## config.mk

```make
export PLATFORM = sky130hd
export DESIGN_NAME = spi_regacc_periph
export DESIGN_NICKNAME = d
export VERILOG_FILES = /design/src/rtl/spi_regacc_pkg.sv /design/src/rtl/spi_regacc_sync.sv /design/src/rtl/spi_regacc_crc8.sv /design/src/rtl/spi_regacc_txsel.sv /design/src/rtl/spi_regacc_periph.sv
export SDC_FILE = /design/constraint.sdc
export NUM_CORES = 1
export LEC_CHECK = 0
export CORE_UTILIZATION = 60
export CTS_BUF_LIST = sky130_fd_sc_hd__clkbuf_8
export DETAILED_ROUTE_END_ITERATION = 8
export DONT_BUFFER_PORTS = 1
export PLACE_DENSITY = 0.82
export SLEW_MARGIN = 20
export SYNTH_ARGS = -nofsm -noshare
export SYNTH_HDL_FRONTEND = slang
export SYNTH_SLANG_ARGS = --single-unit
```

## constraint.sdc

```tcl
create_clock -name clk_i -period 4.6 [get_ports clk_i]
set_clock_uncertainty 0.15 [all_clocks]
set_input_delay 0.92 -clock clk_i [delete_from_list [all_inputs] [get_ports clk_i]]
set_output_delay 0.92 -clock clk_i [all_outputs]
set_load 0.1 [all_outputs]
```

## src/rtl/spi_regacc_pkg.sv

```systemverilog
package spi_regacc_pkg;

  localparam int ADDR_W   = 8;
  localparam int PAGE_W   = 3;
  localparam int RSVD_W   = 4;
  localparam int DATA_W   = 8;
  localparam int CRC_W    = 8;
  localparam int EXT_W    = 4;
  localparam int ERR_W    = 3;

  localparam int HDR_BITS    = ADDR_W + PAGE_W + 1 + RSVD_W;
  localparam int FRAME_SHORT = HDR_BITS + DATA_W;
  localparam int FRAME_LONG  = FRAME_SHORT + CRC_W;
  localparam int CNT_W       = $clog2(FRAME_LONG + 1);
  localparam int STAT_W      = ERR_W + EXT_W;
  localparam int REG_AW      = PAGE_W + ADDR_W;

  localparam int ERR_ADR = 2;
  localparam int ERR_CRC = 1;
  localparam int ERR_FRM = 0;

  localparam logic [CRC_W-1:0] CRC_POLY = 8'h07;
  localparam logic [CRC_W-1:0] CRC_INIT = 8'hFF;

  function automatic logic [CRC_W-1:0] crc8_step(input logic [CRC_W-1:0] c, input logic b);
    logic [CRC_W-1:0] sh;
    sh = {c[CRC_W-2:0], 1'b0};
    return (c[CRC_W-1] ^ b) ? (sh ^ CRC_POLY) : sh;
  endfunction

endpackage

```

## src/rtl/spi_regacc_sync.sv

```systemverilog
module spi_regacc_sync #(
  parameter int WIDTH = 1,
  parameter int STAGES = 2,
  parameter logic [WIDTH-1:0] RST_VAL = '0
) (
  input  logic             clk_i,
  input  logic             rst_ni,
  input  logic [WIDTH-1:0] d_i,
  output logic [WIDTH-1:0] q_o
);

  logic [WIDTH-1:0] stg_q [STAGES];

  always_ff @(posedge clk_i or negedge rst_ni) begin
    if (!rst_ni) begin
      for (int s = 0; s < STAGES; s++) stg_q[s] <= RST_VAL;
    end else begin
      stg_q[0] <= d_i;
      for (int s = 1; s < STAGES; s++) stg_q[s] <= stg_q[s-1];
    end
  end

  assign q_o = stg_q[STAGES-1];

endmodule

```

## src/rtl/spi_regacc_crc8.sv

```systemverilog
module spi_regacc_crc8 import spi_regacc_pkg::*; (
  input  logic             clk_i,
  input  logic             rst_ni,
  input  logic             init_i,
  input  logic             en_i,
  input  logic             bit_i,
  output logic [CRC_W-1:0] crc_o
);

  logic [CRC_W-1:0] crc_q, crc_d;

  always_comb begin
    crc_d = crc_q;
    if (init_i)    crc_d = CRC_INIT;
    else if (en_i) crc_d = crc8_step(crc_q, bit_i);
  end

  always_ff @(posedge clk_i or negedge rst_ni) begin
    if (!rst_ni) crc_q <= CRC_INIT;
    else         crc_q <= crc_d;
  end

  assign crc_o = crc_q;

endmodule

```

## src/rtl/spi_regacc_txsel.sv

```systemverilog
module spi_regacc_txsel import spi_regacc_pkg::*; (
  input  logic [CNT_W-1:0]  idx_i,
  input  logic [STAT_W-1:0] stat_i,
  input  logic              rd_i,
  input  logic              crc_en_i,
  input  logic [DATA_W-1:0] rdat_i,
  input  logic [CRC_W-1:0]  crc_i,
  output logic              bit_o
);

  localparam int HW = $clog2(HDR_BITS);
  localparam int DW = $clog2(DATA_W);
  localparam logic [CNT_W-1:0] IDX_HDR   = CNT_W'(HDR_BITS);
  localparam logic [CNT_W-1:0] IDX_SHORT = CNT_W'(FRAME_SHORT);
  localparam logic [CNT_W-1:0] IDX_LONG  = CNT_W'(FRAME_LONG);

  logic [HDR_BITS-1:0] word;

  always_comb begin
    word  = {1'b0, stat_i, 1'b1, ~stat_i};
    bit_o = 1'b0;
    if (idx_i < IDX_HDR)
      bit_o = word[HW'(HDR_BITS-1) - idx_i[HW-1:0]];
    else if (idx_i < IDX_SHORT)
      bit_o = rd_i & rdat_i[DW'(DATA_W-1) - idx_i[DW-1:0]];
    else if (idx_i < IDX_LONG)
      bit_o = rd_i & crc_en_i & crc_i[DW'(CRC_W-1) - idx_i[DW-1:0]];
  end

endmodule

```

## src/rtl/spi_regacc_periph.sv

```systemverilog
module spi_regacc_periph import spi_regacc_pkg::*; #(
  parameter int SYNC_STAGES = 2
) (
  input  logic              clk_i,
  input  logic              rst_ni,
  input  logic              cfg_crc_en_i,
  input  logic              spi_sclk_i,
  input  logic              spi_cs_ni,
  input  logic              spi_mosi_i,
  output logic              spi_miso_o,
  output logic              spi_miso_oe_o,
  input  logic [EXT_W-1:0]  stat_ext_i,
  input  logic              err_clr_i,
  output logic [ERR_W-1:0]  err_o,
  output logic [REG_AW-1:0] reg_addr_o,
  output logic              reg_we_o,
  output logic              reg_re_o,
  output logic [DATA_W-1:0] reg_wdata_o,
  input  logic [DATA_W-1:0] reg_rdata_i,
  input  logic              reg_hit_i
);

  localparam logic [CNT_W-1:0] CNT_MAX      = '1;
  localparam logic [CNT_W-1:0] CNT_HDR      = CNT_W'(HDR_BITS);
  localparam logic [CNT_W-1:0] CNT_HDR_LAST = CNT_W'(HDR_BITS - 1);
  localparam logic [CNT_W-1:0] CNT_SHORT    = CNT_W'(FRAME_SHORT);
  localparam logic [CNT_W-1:0] CNT_DAT_LAST = CNT_W'(FRAME_SHORT - 1);
  localparam logic [CNT_W-1:0] CNT_LONG     = CNT_W'(FRAME_LONG);
  localparam logic [CNT_W-1:0] CNT_CRC_LAST = CNT_W'(FRAME_LONG - 1);
  localparam logic [CNT_W-1:0] CNT_MARK     = CNT_W'(STAT_W + 1);

  // reset: asserted asynchronously, released on the clock
  logic rst_n_s;
  spi_regacc_sync #(.WIDTH(1), .STAGES(2), .RST_VAL(1'b0)) i_rst_sync (
    .clk_i(clk_i), .rst_ni(rst_ni), .d_i(1'b1), .q_o(rst_n_s)
  );

  // pin synchronizers: {sclk, cs_n, mosi}
  logic [2:0] pins_s;
  logic sclk_s, cs_n_s, mosi_s;
  spi_regacc_sync #(.WIDTH(3), .STAGES(SYNC_STAGES), .RST_VAL(3'b010)) i_pin_sync (
    .clk_i(clk_i), .rst_ni(rst_n_s),
    .d_i({spi_sclk_i, spi_cs_ni, spi_mosi_i}), .q_o(pins_s)
  );
  assign {sclk_s, cs_n_s, mosi_s} = pins_s;

  // state
  logic                sclk_q, cs_n_q;
  logic [CNT_W-1:0]    cnt_q, cnt_d;
  logic [HDR_BITS-2:0] rx_q, rx_d;
  logic [HDR_BITS-1:0] hdr_q, hdr_d;
  logic [DATA_W-1:0]   wdat_q, wdat_d, rdat_q, rdat_d;
  logic [CRC_W-1:0]    rcrc_q, rcrc_d;
  logic                hit_q, hit_d, pend_q, pend_d, we_q, we_d;
  logic                crc_en_q, crc_en_d, miso_q, miso_d;
  logic [STAT_W-1:0]   stat_q, stat_d;
  logic [ERR_W-1:0]    err_q, err_d, err_set;

  // edge and frame events
  logic sclk_rise, sclk_fall, cs_act, cs_start, cs_end;
  assign sclk_rise = sclk_s & ~sclk_q;
  assign sclk_fall = ~sclk_s & sclk_q;
  assign cs_act    = ~cs_n_s;
  assign cs_start  = ~cs_n_s & cs_n_q;
  assign cs_end    = cs_n_s & ~cs_n_q;

  // header fields
  logic              hdr_rd, rsvd_ok;
  logic [PAGE_W-1:0] hdr_page;
  logic [ADDR_W-1:0] hdr_addr;
  assign hdr_addr = hdr_q[HDR_BITS-1 -: ADDR_W];
  assign hdr_page = hdr_q[RSVD_W+1 +: PAGE_W];
  assign hdr_rd   = hdr_q[RSVD_W];
  assign rsvd_ok  = (hdr_q[RSVD_W-1:0] == '0);

  // CRC engine and transmit bit selector
  logic             crc_init, crc_step, crc_bit, tx_bit;
  logic [CRC_W-1:0] crc_val;
  logic [CNT_W-1:0] frame_len;

  spi_regacc_crc8 i_crc (
    .clk_i(clk_i), .rst_ni(rst_n_s), .init_i(crc_init), .en_i(crc_step),
    .bit_i(crc_bit), .crc_o(crc_val)
  );

  spi_regacc_txsel i_txsel (
    .idx_i(cnt_q), .stat_i(stat_q), .rd_i(hdr_rd), .crc_en_i(crc_en_q),
    .rdat_i(rdat_q), .crc_i(crc_val), .bit_o(tx_bit)
  );

  assign frame_len = crc_en_q ? CNT_LONG : CNT_SHORT;

  // next state
  always_comb begin
    cnt_d    = cnt_q;
    rx_d     = rx_q;
    hdr_d    = hdr_q;
    wdat_d   = wdat_q;
    rcrc_d   = rcrc_q;
    rdat_d   = rdat_q;
    hit_d    = hit_q;
    crc_en_d = crc_en_q;
    stat_d   = stat_q;
    miso_d   = miso_q;
    pend_d   = 1'b0;
    we_d     = 1'b0;
    err_set  = '0;
    crc_init = 1'b0;
    crc_step = 1'b0;
    crc_bit  = mosi_s;

    if (cs_start) begin
      cnt_d    = '0;
      crc_init = 1'b1;
      crc_en_d = cfg_crc_en_i;
      stat_d   = {err_q, stat_ext_i};
      miso_d   = 1'b0;
    end else if (cs_act) begin
      if (sclk_rise) begin
        rx_d = {rx_q[HDR_BITS-3:0], mosi_s};
        if (cnt_q != CNT_MAX) cnt_d = cnt_q + CNT_W'(1);
        if (cnt_q < CNT_SHORT) begin
          crc_step = 1'b1;
          if (cnt_q >= CNT_HDR && hdr_rd) crc_bit = miso_q;
        end
        if (cnt_q == CNT_HDR_LAST) begin
          hdr_d  = {rx_q, mosi_s};
          pend_d = 1'b1;
        end
        if (cnt_q == CNT_DAT_LAST) wdat_d = {rx_q[DATA_W-2:0], mosi_s};
        if (cnt_q == CNT_CRC_LAST) rcrc_d = {rx_q[CRC_W-2:0], mosi_s};
      end
      if (sclk_fall) miso_d = tx_bit;
    end

    if (pend_q) begin
      hit_d  = reg_hit_i;
      rdat_d = (hdr_rd && reg_hit_i && rsvd_ok) ? reg_rdata_i : '0;
    end

    if (cs_end) begin
      if (cnt_q != frame_len)                      err_set[ERR_FRM] = 1'b1;
      else if (!rsvd_ok || !hit_q)                 err_set[ERR_ADR] = 1'b1;
      else if (!hdr_rd && crc_en_q && rcrc_q != crc_val) err_set[ERR_CRC] = 1'b1;
      else if (!hdr_rd)                            we_d = 1'b1;
    end

    err_d = (err_clr_i ? '0 : err_q) | err_set;
  end

  // registers
  always_ff @(posedge clk_i or negedge rst_n_s) begin
    if (!rst_n_s) begin
      sclk_q   <= 1'b0;
      cs_n_q   <= 1'b1;
      cnt_q    <= '0;
      rx_q     <= '0;
      hdr_q    <= '0;
      wdat_q   <= '0;
      rcrc_q   <= '0;
      rdat_q   <= '0;
      hit_q    <= 1'b0;
      pend_q   <= 1'b0;
      we_q     <= 1'b0;
      crc_en_q <= 1'b0;
      stat_q   <= '0;
      miso_q   <= 1'b0;
      err_q    <= '0;
    end else begin
      sclk_q   <= sclk_s;
      cs_n_q   <= cs_n_s;
      cnt_q    <= cnt_d;
      rx_q     <= rx_d;
      hdr_q    <= hdr_d;
      wdat_q   <= wdat_d;
      rcrc_q   <= rcrc_d;
      rdat_q   <= rdat_d;
      hit_q    <= hit_d;
      pend_q   <= pend_d;
      we_q     <= we_d;
      crc_en_q <= crc_en_d;
      stat_q   <= stat_d;
      miso_q   <= miso_d;
      err_q    <= err_d;
    end
  end

  // outputs
  assign spi_miso_o    = miso_q;
  assign spi_miso_oe_o = cs_act;
  assign err_o         = err_q;
  assign reg_addr_o    = {hdr_page, hdr_addr};
  assign reg_wdata_o   = wdat_q;
  assign reg_we_o      = we_q;
  assign reg_re_o      = pend_q & hdr_rd;

  // checks beside the logic they guard
  assert_we_idle_R4: assert property (@(posedge clk_i) disable iff (!rst_n_s)
    reg_we_o |-> cs_n_s);

  assert_first_zero_R3: assert property (@(posedge clk_i) disable iff (!rst_n_s)
    cs_start |=> !spi_miso_o);

  assert_marker_one_R3: assert property (@(posedge clk_i) disable iff (!rst_n_s)
    (cs_act && !cs_start && sclk_fall && cnt_q == CNT_MARK) |=> spi_miso_o);

  assert_crc_hold_R7: assert property (@(posedge clk_i) disable iff (!rst_n_s)
    (cs_act && !cs_start && cnt_q >= CNT_SHORT) |=> $stable(crc_val));

  assert_sticky_R9: assert property (@(posedge clk_i) disable iff (!rst_n_s)
    !err_clr_i |=> ((err_q & $past(err_q)) == $past(err_q)));

  assert_clean_commit_R6: assert property (@(posedge clk_i) disable iff (!rst_n_s)
    (reg_we_o && !$past(err_clr_i)) |-> (err_q == $past(err_q)));

endmodule

```

==> key figures <==
Yosys
  • Share of the synthesized area in the top cell type: a little under 50%
  • Simple-gate share of the synthesized area: between 10 and 15%
  • Seq cells post-synth: 94
  • Yosys cell types: 49
  • Area leader, netlist: dfrtp_1
  • Warnings from Yosys: 0
  • Ys flop type: dfrtp_1
  • Largest family of logic cells by synthesized area: multiplexers
  • Compound-gate portion of the synthesized area: 6.10%
  • Synth Area in XOR/XNOR: 3.14%
  • Synth Area per Inst: 12.3 um2
  • Top-count cell post-synth: dfrtp_1
  • EDFF count, synth: 0
  • Cells after Synth: 340
  • Synthesized cell area: approximately 4200 um2
  • Top post-synthesis cells by area: dfrtp_1 (50%), mux2_2 (11%), dfstp_2 (6.9%), nand2_1 (3.3%), mux2_1 (2.4%)
  • Syn_nets: about 360
  • Ys async rst share: 100%
  • Adder-cell share of the synthesized area: 0.598%
  • Post-synthesis mux area share: 17.2%
  • Register area share after synthesis: 56.5%
  • Synth top cells by count: dfrtp_1 (83), mux2_2 (40), nand2_1 (37), inv_1 (18), o21ai_0 (16)

Setup path
  • Crit Path Class: register to output pin
  • Reg2Reg Setup Slack: about 2 ns
  • CP delay by family, top: simple AND/OR/NAND/NOR gates
  • Crit start category: register
  • Worst path bufs/invs: 0
  • CP cell instances: and2_1
  • Arr. time, crit path: 1.71 ns
  • CP max stage cell: and2_1
  • Critical-path maximum fanout: 10
  • Worst Setup End Kind: output pin
  • CP max stage delay: 0.84 ns
  • CP Data Required Time: 3.53 ns

Detailed routing
  • Drt first pass iters: 4
  • Routed Antenna Nets: 0
  • Vias/cell: 5.96
  • Final WL: roughly 7300 um
  • Routed via count: 2457
  • Drt drc: 0
  • Initial drt markers: 119
  • Routed len/inst: 17.7 um

Clocking
  • Clock Latency Late Sink: roughly 0.37 ns
  • CTS tree: done
  • Cts repair resizes: 0
  • Total CTS buffers: 9
  • Clock-pin slew on the worst setup and hold paths: 0.09 ns
  • CTS root buf: clkbuf_8
  • Htree depth: 3
  • Setup bufs post-CTS: 0
  • Clk buf depth: 2
  • Clock sinks: 94
  • Hold buffer count at cts: 0

Timing
  • Tcrit/Tclk final: 60.5%
  • FMAX: 359 MHz
  • Relative slew slack: 33.5%
  • Tightest Pin Transition: approximately 1 ns
  • Final hold violations: 0
  • Setup violators final: 0
  • Slew Limit Fails: 0
  • Final period demand of the worst path: 2.78 ns
  • Final setup TNS: 0 ns
  • Min Hold Slack: 0.0833 ns
  • RSZ-0062 raised after global routing: false

Finish
  • Fill count: around 500
  • Area grow syn2layout: 4.46%
  • Inserted Diodes: 0
  • Final non-filler cell total: 412
  • Nets: 349
  • Fraction of layout cells with a size suffix above 1: between 20 and 25%
  • Final core utilization: 64.7%

Job
  • Maxcap violations: 0

Place
  • Number of port buffers: 0
  • DP HPWL: a little under 5000 um
  • Gpl congestion: 0.829
  • Placed insts: 394

Floorplanning
  • CORE AREA: between 6000 and 7000 um2
  • Die Ht: approximately 86 um
  • Die Area: 7310 um2
  • Die Span X: 85.5 um
  • Rows: 30
  • I/O pin cnt: 46
  • Initial Utilization: 61.9%

Global routing
  • Total GRT Usage: between 20% and 30%
  • Gr ovfl total: 0
  • Vias in the first global route: approximately 2500
  • Initial antenna violation count: 0
  • Largest net degree at the start of global routing: 93
  • First-pass GRT wire length: 12600 um

Power and ir drop
  • Pwr dens: roughly 360 nW/um2
  • Pwr Total: 1.58 mW
  • Leakage: 2.06 nW
  • Worst vdd ir: 0.000276 V

Outcome
  • Status: finished clean

Hold path
  • HP Class: input port to async pin
## stage by stage
step | setup slack [ns] | cell area [um2]
floorplan | 1.66 | 4180
global placement | 2.10 | 4130
detailed placement | 1.98 | 4130
CTS | 1.79 | 4330
global route | 1.76 | 4370
finish | 1.82 | 4370
## per-layer routing
layer | wire, um | vias up | GRT usage [%]
met5 | 0 | - | 0
met4 | 92 | 0 | 6.82
met3 | 371 | 8 | 7.60
met2 | 3640 | 49 | 36.0
met1 | 3180 | 1263 | 30.5
li1 | - | 1137 | -
## cell usage in the layout (no fill, tap or decap), types with 9 or more instances in the layout
cell / n
nand2_1: 37
clkbuf_8: 9
xnor2_1: 11
dfstp_2: 11
o21ai_0: 16
dfrtp_1: 82
mux2i_1: 10
mux2_1: 9
nor2_1: 11
mux2_2: 40
inv_1: 19
## worst reg2reg max path: stages (launching register included)
cell and delay, ns:
dfstp_2 0.42, inv_1 0.70, nand2_1 0.61, nand4b_1 0.27, nor2_1 0.08, a22oi_1 0.21
## report_power, final
| part | internal, mW | leakage [nW] | switching [mW] |
|---|---|---|---|
| Clock | 0.258 | 0.106 | 0.293 |
| Sequential | 0.867 | 1.20 | 0.0664 |
| Combinational | 0.0435 | 0.761 | 0.0494 |
## cells by family after synthesis
kind of cell,count (synthesis)
compound gates,39
xor+xnor,15
fa+ha+maj,2
buf+inv,44
flops,94
mux,62
other cells,1
simple gates,83
## flip-flops by register name (all words and copies together), names as in the netlist, 3 cells and up
name	flops
rdat_q	8
reg_wdata_o	8
i_crc.crc_o	8
rcrc_q	8
cnt_q	6
err_o	3
hdr_q	16
rx_q	15
i_pin_sync.q_o	3
stat_q	7
i_pin_sync.stg_q	3
## path summary, 6_finish.rpt
path,from,endpoint,depth (start not counted)
max reg2reg,i_pin_sync.q_o[1],i_crc.crc_o[1],5
max in group asynchronous,i_rst_sync.q_o,i_crc.crc_o[7],1
min reg2reg,i_rst_sync.q_o,hit_q,0
min,rst_ni,i_rst_sync.q_o,0
min in group clk_i,i_rst_sync.stg_q[1],i_rst_sync.q_o,0
max,pend_q,reg_re_o,1
## cell type report
cell class	count	area, um2	area share [%]
clock buffers	9	124	2.83
clock inverters	7	77.6	1.77
inverters	18	67.6	1.55
multi-input cells	202	1590	36.4
flip-flops and latches	94	2370	54.2
well taps	80	100	2.29
repair buffers	2	38.8	0.887
Power figures use the tool's default switching activity.
